$ cat src/rtl/pxor_pkg.sv
package pxor_pkg;
  localparam int WORD_W = 32;
  localparam int BYTE_W = 8;
  localparam int WORD_BYTES = WORD_W / BYTE_W;
  typedef logic [WORD_W-1:0] key_word_t;
endpackage

$ cat src/rtl/pxor_key_ctrl.sv
module pxor_key_ctrl
  import pxor_pkg::*;
(
  input  logic      clk,
  input  logic      rst_n,
  input  logic      wr_en,
  input  key_word_t wr_key,
  input  logic      beat_acc,
  input  logic      beat_last,
  output key_word_t key_active
);
  key_word_t pend_key_q, pend_key_d;
  key_word_t act_key_q, act_key_d;
  logic      pend_q, pend_d;
  logic      in_pkt_q, in_pkt_d;
  logic      swap;

  // swap only between packets: on the closing beat or in an idle gap
  always_comb begin
    swap       = pend_q & ((beat_acc & beat_last) | (~in_pkt_q & ~beat_acc));
    pend_key_d = wr_en ? wr_key : pend_key_q;
    pend_d     = wr_en | (pend_q & ~swap);
    act_key_d  = swap ? pend_key_q : act_key_q;
    in_pkt_d   = beat_acc ? ~beat_last : in_pkt_q;
  end

  always_ff @(posedge clk or negedge rst_n) begin
    if (!rst_n) begin
      pend_key_q <= '0;
      act_key_q  <= '0;
      pend_q     <= 1'b0;
      in_pkt_q   <= 1'b0;
    end else begin
      pend_key_q <= pend_key_d;
      act_key_q  <= act_key_d;
      pend_q     <= pend_d;
      in_pkt_q   <= in_pkt_d;
    end
  end

  assign key_active = act_key_q;
endmodule

$ cat src/rtl/pxor_hdr_track.sv
module pxor_hdr_track #(
  parameter int HDR_WORDS = 4
) (
  input  logic clk,
  input  logic rst_n,
  input  logic beat_acc,
  input  logic beat_last,
  output logic in_payload
);
  localparam int CW = $clog2(HDR_WORDS + 2);
  localparam logic [CW-1:0] LIMIT = CW'(HDR_WORDS);

  logic [CW-1:0] idx_q, idx_d;

  // beat index saturates once the header has been passed
  always_comb begin
    idx_d = idx_q;
    if (beat_acc) begin
      if (beat_last)           idx_d = '0;
      else if (idx_q != LIMIT) idx_d = idx_q + 1'b1;
    end
  end

  always_ff @(posedge clk or negedge rst_n) begin
    if (!rst_n) idx_q <= '0;
    else        idx_q <= idx_d;
  end

  assign in_payload = (idx_q == LIMIT);
endmodule

$ cat src/rtl/pxor_lanes.sv
module pxor_lanes
  import pxor_pkg::*;
#(
  parameter int DATA_W = 32
) (
  input  logic [DATA_W-1:0]   din,
  input  logic [DATA_W/8-1:0] keep,
  input  key_word_t           key,
  input  logic                enable,
  output logic [DATA_W-1:0]   dout
);
  localparam int NBYTES = DATA_W / BYTE_W;

  for (genvar b = 0; b < NBYTES; b++) begin : g_byte
    localparam int KOFF = (b % WORD_BYTES) * BYTE_W;
    assign dout[b*BYTE_W +: BYTE_W] = din[b*BYTE_W +: BYTE_W] ^
      ((enable & keep[b]) ? key[KOFF +: BYTE_W] : {BYTE_W{1'b0}});
  end
endmodule

$ cat src/rtl/pxor_stage.sv
module pxor_stage
  import pxor_pkg::*;
#(
  parameter int DATA_W    = 32,
  parameter int USER_W    = 8,
  parameter int HDR_WORDS = 4
) (
  input  logic                clk,
  input  logic                rst_n,
  input  logic                key_wr_en,
  input  logic [WORD_W-1:0]   key_wr_data,
  input  logic [DATA_W-1:0]   s_tdata,
  input  logic [DATA_W/8-1:0] s_tkeep,
  input  logic [USER_W-1:0]   s_tuser,
  input  logic                s_tlast,
  input  logic                s_tvalid,
  output logic                s_tready,
  output logic [DATA_W-1:0]   m_tdata,
  output logic [DATA_W/8-1:0] m_tkeep,
  output logic [USER_W-1:0]   m_tuser,
  output logic                m_tlast,
  output logic                m_tvalid,
  input  logic                m_tready
);
  localparam int KEEP_W = DATA_W / BYTE_W;

  logic              acc;
  logic              in_payload;
  key_word_t         key_now;
  logic [DATA_W-1:0] xdata;

  logic              vld_q, vld_d;
  logic              last_q, last_d;
  logic [DATA_W-1:0] dat_q, dat_d;
  logic [KEEP_W-1:0] keep_q, keep_d;
  logic [USER_W-1:0] user_q, user_d;

  assign s_tready = ~vld_q | m_tready;
  assign acc      = s_tvalid & s_tready;

  pxor_key_ctrl u_key (
    .clk        (clk),
    .rst_n      (rst_n),
    .wr_en      (key_wr_en),
    .wr_key     (key_wr_data),
    .beat_acc   (acc),
    .beat_last  (s_tlast),
    .key_active (key_now)
  );

  pxor_hdr_track #(.HDR_WORDS(HDR_WORDS)) u_hdr (
    .clk        (clk),
    .rst_n      (rst_n),
    .beat_acc   (acc),
    .beat_last  (s_tlast),
    .in_payload (in_payload)
  );

  pxor_lanes #(.DATA_W(DATA_W)) u_lanes (
    .din    (s_tdata),
    .keep   (s_tkeep),
    .key    (key_now),
    .enable (in_payload),
    .dout   (xdata)
  );

  // output register: load enable is the input handshake
  always_comb begin
    vld_d  = s_tready ? s_tvalid : vld_q;
    dat_d  = acc ? xdata   : dat_q;
    keep_d = acc ? s_tkeep : keep_q;
    user_d = acc ? s_tuser : user_q;
    last_d = acc ? s_tlast : last_q;
  end

  always_ff @(posedge clk or negedge rst_n) begin
    if (!rst_n) begin
      vld_q  <= 1'b0;
      dat_q  <= '0;
      keep_q <= '0;
      user_q <= '0;
      last_q <= 1'b0;
    end else begin
      vld_q  <= vld_d;
      dat_q  <= dat_d;
      keep_q <= keep_d;
      user_q <= user_d;
      last_q <= last_d;
    end
  end

  assign m_tvalid = vld_q;
  assign m_tdata  = dat_q;
  assign m_tkeep  = keep_q;
  assign m_tuser  = user_q;
  assign m_tlast  = last_q;
endmodule

$ cat config.mk
export PLATFORM = sky130hd
export DESIGN_NAME = pxor_stage
export DESIGN_NICKNAME = d
export VERILOG_FILES = /design/src/rtl/pxor_pkg.sv /design/src/rtl/pxor_key_ctrl.sv /design/src/rtl/pxor_hdr_track.sv /design/src/rtl/pxor_lanes.sv /design/src/rtl/pxor_stage.sv
export SDC_FILE = /design/constraint.sdc
export NUM_CORES = 1
export LEC_CHECK = 0
export ABC_AREA = 1
export BUFFER_PORTS_ARGS = -buffer_cell sky130_fd_sc_hd__buf_2
export CORE_AREA = 3 3 106 108
export DETAILED_ROUTE_END_ITERATION = 7
export DIE_AREA = 0 0 109 111
export GPL_ROUTABILITY_DRIVEN = 0
export PLACE_DENSITY = 0.85
export SYNTH_ARGS = -nofsm -noshare
export SYNTH_HDL_FRONTEND = slang
export SYNTH_HIERARCHICAL = 1
export SYNTH_SLANG_ARGS = --single-unit
$ cat constraint.sdc
create_clock -name clk -period 2.1 [get_ports clk]
set_input_delay 0 -clock clk [delete_from_list [all_inputs] [get_ports clk]]
set_output_delay 0 -clock clk [all_outputs]
set_load 0.05 [all_outputs]
==> summary.txt <==
STATUS
---------------------------------------------------------------------------
Run status                                                     finished, final reports clean

SETUP PATH
---------------------------------------------------------------------------
Startpoint of the worst-slack reg-to-reg timing path           u_hdr/idx_q[0]$_DFFE_PN0P_
Critical path fanouts, max                                               12
Critical path required time                                         2.50 ns
Setup Crit Path Kind                                           flop to flop
Critical path startpoint category                                      flop
Crit path capture type                                                 flop
Data arrival at the endpoint of the critical path                   2.43 ns
Source of the critical timing path                             u_hdr/idx_q[0]$_DFFE_PN0P_

ROUTING
---------------------------------------------------------------------------
Antenna-violating nets left                                               0
Overall via count from detail_route                                    5845
Number of iterations in the first detailed-routing pass                   5
Detailed Route WL                                                  17000 um
# DRC                                                                     0
Average wire per standard cell                                      16.0 um
Detailed Route Iter0 Violations                                         577
Vias/cell                                                              5.49

CLOCKING
---------------------------------------------------------------------------
Reg clk slew, reported paths                                        0.06 ns
Clock Latency Late Sink                                             0.51 ns
CTS tree                                                                yes
Clock Tree Root                                                sky130_fd_sc_hd__clkbuf_8
Maximum buffer depth of the clock tree                                    2
Number of H-tree branching levels                                         4
Number of clock sinks                                                   115
Number of buffers inserted during clock tree synthesis                   17

GLOBAL ROUTING
---------------------------------------------------------------------------
Overflow after GRT                                                        0
GRT Util Overall                                                      28.0%
Via count of the first global-routing pass                             5614
Global-route wire length before repair                             26900 um
Antenna violations before repair                                          1
Maximum number of pins on one net before global-route repair             61

TIMING
---------------------------------------------------------------------------
Final period util                                                     96.9%
Clock skew after layout                                           0.0109 ns
Highest clock frequency the design can meet                         491 MHz
Clock period minus worst slack                                      2.03 ns
Worst Setup Slack, final                                          0.0652 ns
Final max-slew violation count                                            0
Number of failing setup endpoints in the final timing report              0
Final hold viol count                                                     0
Worst slew slack as a fraction of its limit                           33.1%
Pin slew with the least headroom to its limit                       1.00 ns

SYNTH
---------------------------------------------------------------------------
Dominant cell type by area after synthesis                     sky130_fd_sc_hd__dfrtp_1
Top area cells in the synthesized netlist                      sky130_fd_sc_hd__dfrtp_1 (52%), sky130_fd_sc_hd__nand2_1 (22%), sky130_fd_sc_hd__nand3_1 (9.9%)
Per-instance average area after synthesis                         8.01 um^2
Syn_nets                                                                772
Number of distinct library cells after synthesis                         16
Cell area after technology mapping                             0.00551 mm^2
Number of flip-flops and latches in the synthesized netlist             115
Area share of the largest cell type after synthesis                   52.2%
Sequential fraction of the synthesis area                             52.2%
Count of warnings emitted by yosys                                        6
Cell count after synthesis                                              688

FLOORPLANNING
---------------------------------------------------------------------------
Number of rows in the core area                                          37
Die Width                                                            109 um
Y dimension of the die                                               111 um
Placeable Area                                                  0.0103 mm^2
Total die area                                                  0.0121 mm^2
Initial Util                                                          53.4%
Boundary Pins                                                           129

FINAL LAYOUT
---------------------------------------------------------------------------
Fraction of final layout cells sized beyond drive strength 1          19.9%
Number of nets in the layout                                            997
Summed area of non-filler cells in the final layout            0.00785 mm^2
P&R area growth vs syn                                                42.5%

MIN PATH
---------------------------------------------------------------------------
Startpoint of the worst hold path                                 key_wr_en
Worst hold-check path type                                     input port to flop

PLACEMENT
---------------------------------------------------------------------------
Placed standard-cell area                                      0.00602 mm^2
Number of port buffers                                                  128
Minimum setup slack after placement                                0.329 ns
HPWL after detailed placement                                       8590 um

POWER AND IR DROP
---------------------------------------------------------------------------
Highest ir drop seen on vdd                                        0.487 mV
Power consumption                                                   7530 uW
Power density relative to cell area                             959 mW/mm^2
Leakage                                                          0.00427 uW

FLOW RUN
---------------------------------------------------------------------------
Maxcap violations                                                         0

[critical path: stages (launching register included)]
cell and delay, ns:
sky130_fd_sc_hd__dfrtp_1 0.41, sky130_fd_sc_hd__inv_2 0.08, sky130_fd_sc_hd__ha_2 0.19, sky130_fd_sc_hd__nand2_4 0.08, sky130_fd_sc_hd__inv_4 0.07, sky130_fd_sc_hd__buf_12 0.12
sky130_fd_sc_hd__nand3_1 0.13, sky130_fd_sc_hd__nand2_1 0.09, sky130_fd_sc_hd__nand2_1 0.06, sky130_fd_sc_hd__dlygate4sd3_1 0.55, sky130_fd_sc_hd__nand3_1 0.08, sky130_fd_sc_hd__nand2_1 0.05
[metrics by stage]
step	util, %	cells	hold slack [ns]	TNS, ns
after floorplan	-	688	-0.296	0
after global placement	58.3	916	-0.0268	0
after detailed placement	58.3	916	-0.0231	0
after CTS	75.3	1059	0.000654	0
after global routing	76.0	1063	0.0321	-0.0285
final	76.1	1064	0.0267	0
[report_power, final]
part           total [uW]  internal [uW]  switching, uW  leakage, uW
Clock                3040           1970           1070     0.000302
Sequential           2840           2560            282      0.00143
Combinational        1640            524           1120      0.00254
Total                7530           5060           2470      0.00427
[Yosys cell counts, drive strengths merged]
library cell	instances
buf	41
clkbuf	5
dfrtp	115
ha	2
inv	44
nand2	331
nand3	110
nand4	34
nor2	3
o21ai	3
[layer usage]
| layer | vias up | GRT usage, % | routed length (um) |
|---|---|---|---|
| met4 | 0 | 17.3 | 914 |
| met3 | 104 | 5.77 | 1530 |
| met2 | 392 | 44.1 | 7990 |
| li1 | 2655 | - | - |
| met1 | 2694 | 34.9 | 6570 |
| met5 | - | 0 | 0 |
[placed cells by master, fill, tap and decap left out, types with 2 or more instances in the layout]
cell                            synthesis  final
sky130_fd_sc_hd__clkinvlp_4             0      2
sky130_fd_sc_hd__o21ai_2                2      2
sky130_fd_sc_hd__clkbuf_8               0      2
sky130_fd_sc_hd__bufinv_16              0      4
sky130_fd_sc_hd__nor2_1                 3      3
sky130_fd_sc_hd__nand4_1               34     34
sky130_fd_sc_hd__nand2_1              328    328
sky130_fd_sc_hd__inv_1                 44     42
sky130_fd_sc_hd__nand2_2                3      2
sky130_fd_sc_hd__inv_6                  0      3
sky130_fd_sc_hd__nand3_1              109    108
sky130_fd_sc_hd__diode_2                0      2
sky130_fd_sc_hd__clkbuf_16              0     17
sky130_fd_sc_hd__buf_12                 0      3
sky130_fd_sc_hd__dfrtp_1              115    115
sky130_fd_sc_hd__buf_4                  7     11
sky130_fd_sc_hd__dlygate4sd3_1          0    110
sky130_fd_sc_hd__buf_2                 11    127
sky130_fd_sc_hd__clkinv_4               0      4
[state kept, by name (all words and copies together), names as in the netlist]
signal	flops
u_key/pend_q	1
m_tuser	8
m_tdata	32
m_tvalid	1
u_hdr/idx_q	3
u_key/key_active	32
u_key/in_pkt_q	1
m_tlast	1
m_tkeep	4
u_key/pend_key_q	32
[area by class of cell]
class / count / area [um^2]
diodes: 2 / 5.00
multi-input cells: 483 / 2100
inverters: 44 / 168
repair buffers: 252 / 1900
clock buffers: 18 / 428
clock inverters: 14 / 201
flip-flops and latches: 115 / 2880
well taps: 136 / 170
fillers: 631 / 2470
[cell families after synthesis]
logic type                 share of synthesized area [%]
DFF                                                 52.2
and+or+nand+nor                                     36.8
buffers and inverters                               10.1
AOI/OAI and AO/OA                                  0.409
adders and majority gates                          0.454
[timing repair]
| action | CTS | global route |
|---|---|---|
| setup endpoints to repair | 0 | 3 |
| hold buffers | 111 | 0 |
| endpoints found under the hold margin | 195 | 0 |
| setup buffers | 0 | 2 |
| resized for setup | 0 | 10 |
[worst paths after layout]
path	endpoint	slack [ns]	depth (start not counted)
worst max-delay path	m_tdata[28]$_DFFE_PN0P_	0.07	11
worst min-delay path	u_key/pend_key_q[6]$_DFFE_PN0P_	0.03	4
worst max register to register	m_tdata[28]$_DFFE_PN0P_	0.07	11
worst min register to register	m_tdata[10]$_DFFE_PN0P_	0.46	2
max in group asynchronous	m_tdata[13]$_DFFE_PN0P_	1.72	3
min in group asynchronous	u_key/key_active[25]$_DFFE_PN0P_	0.05	3
No activity file was read; power rests on OpenSTA's default activity.
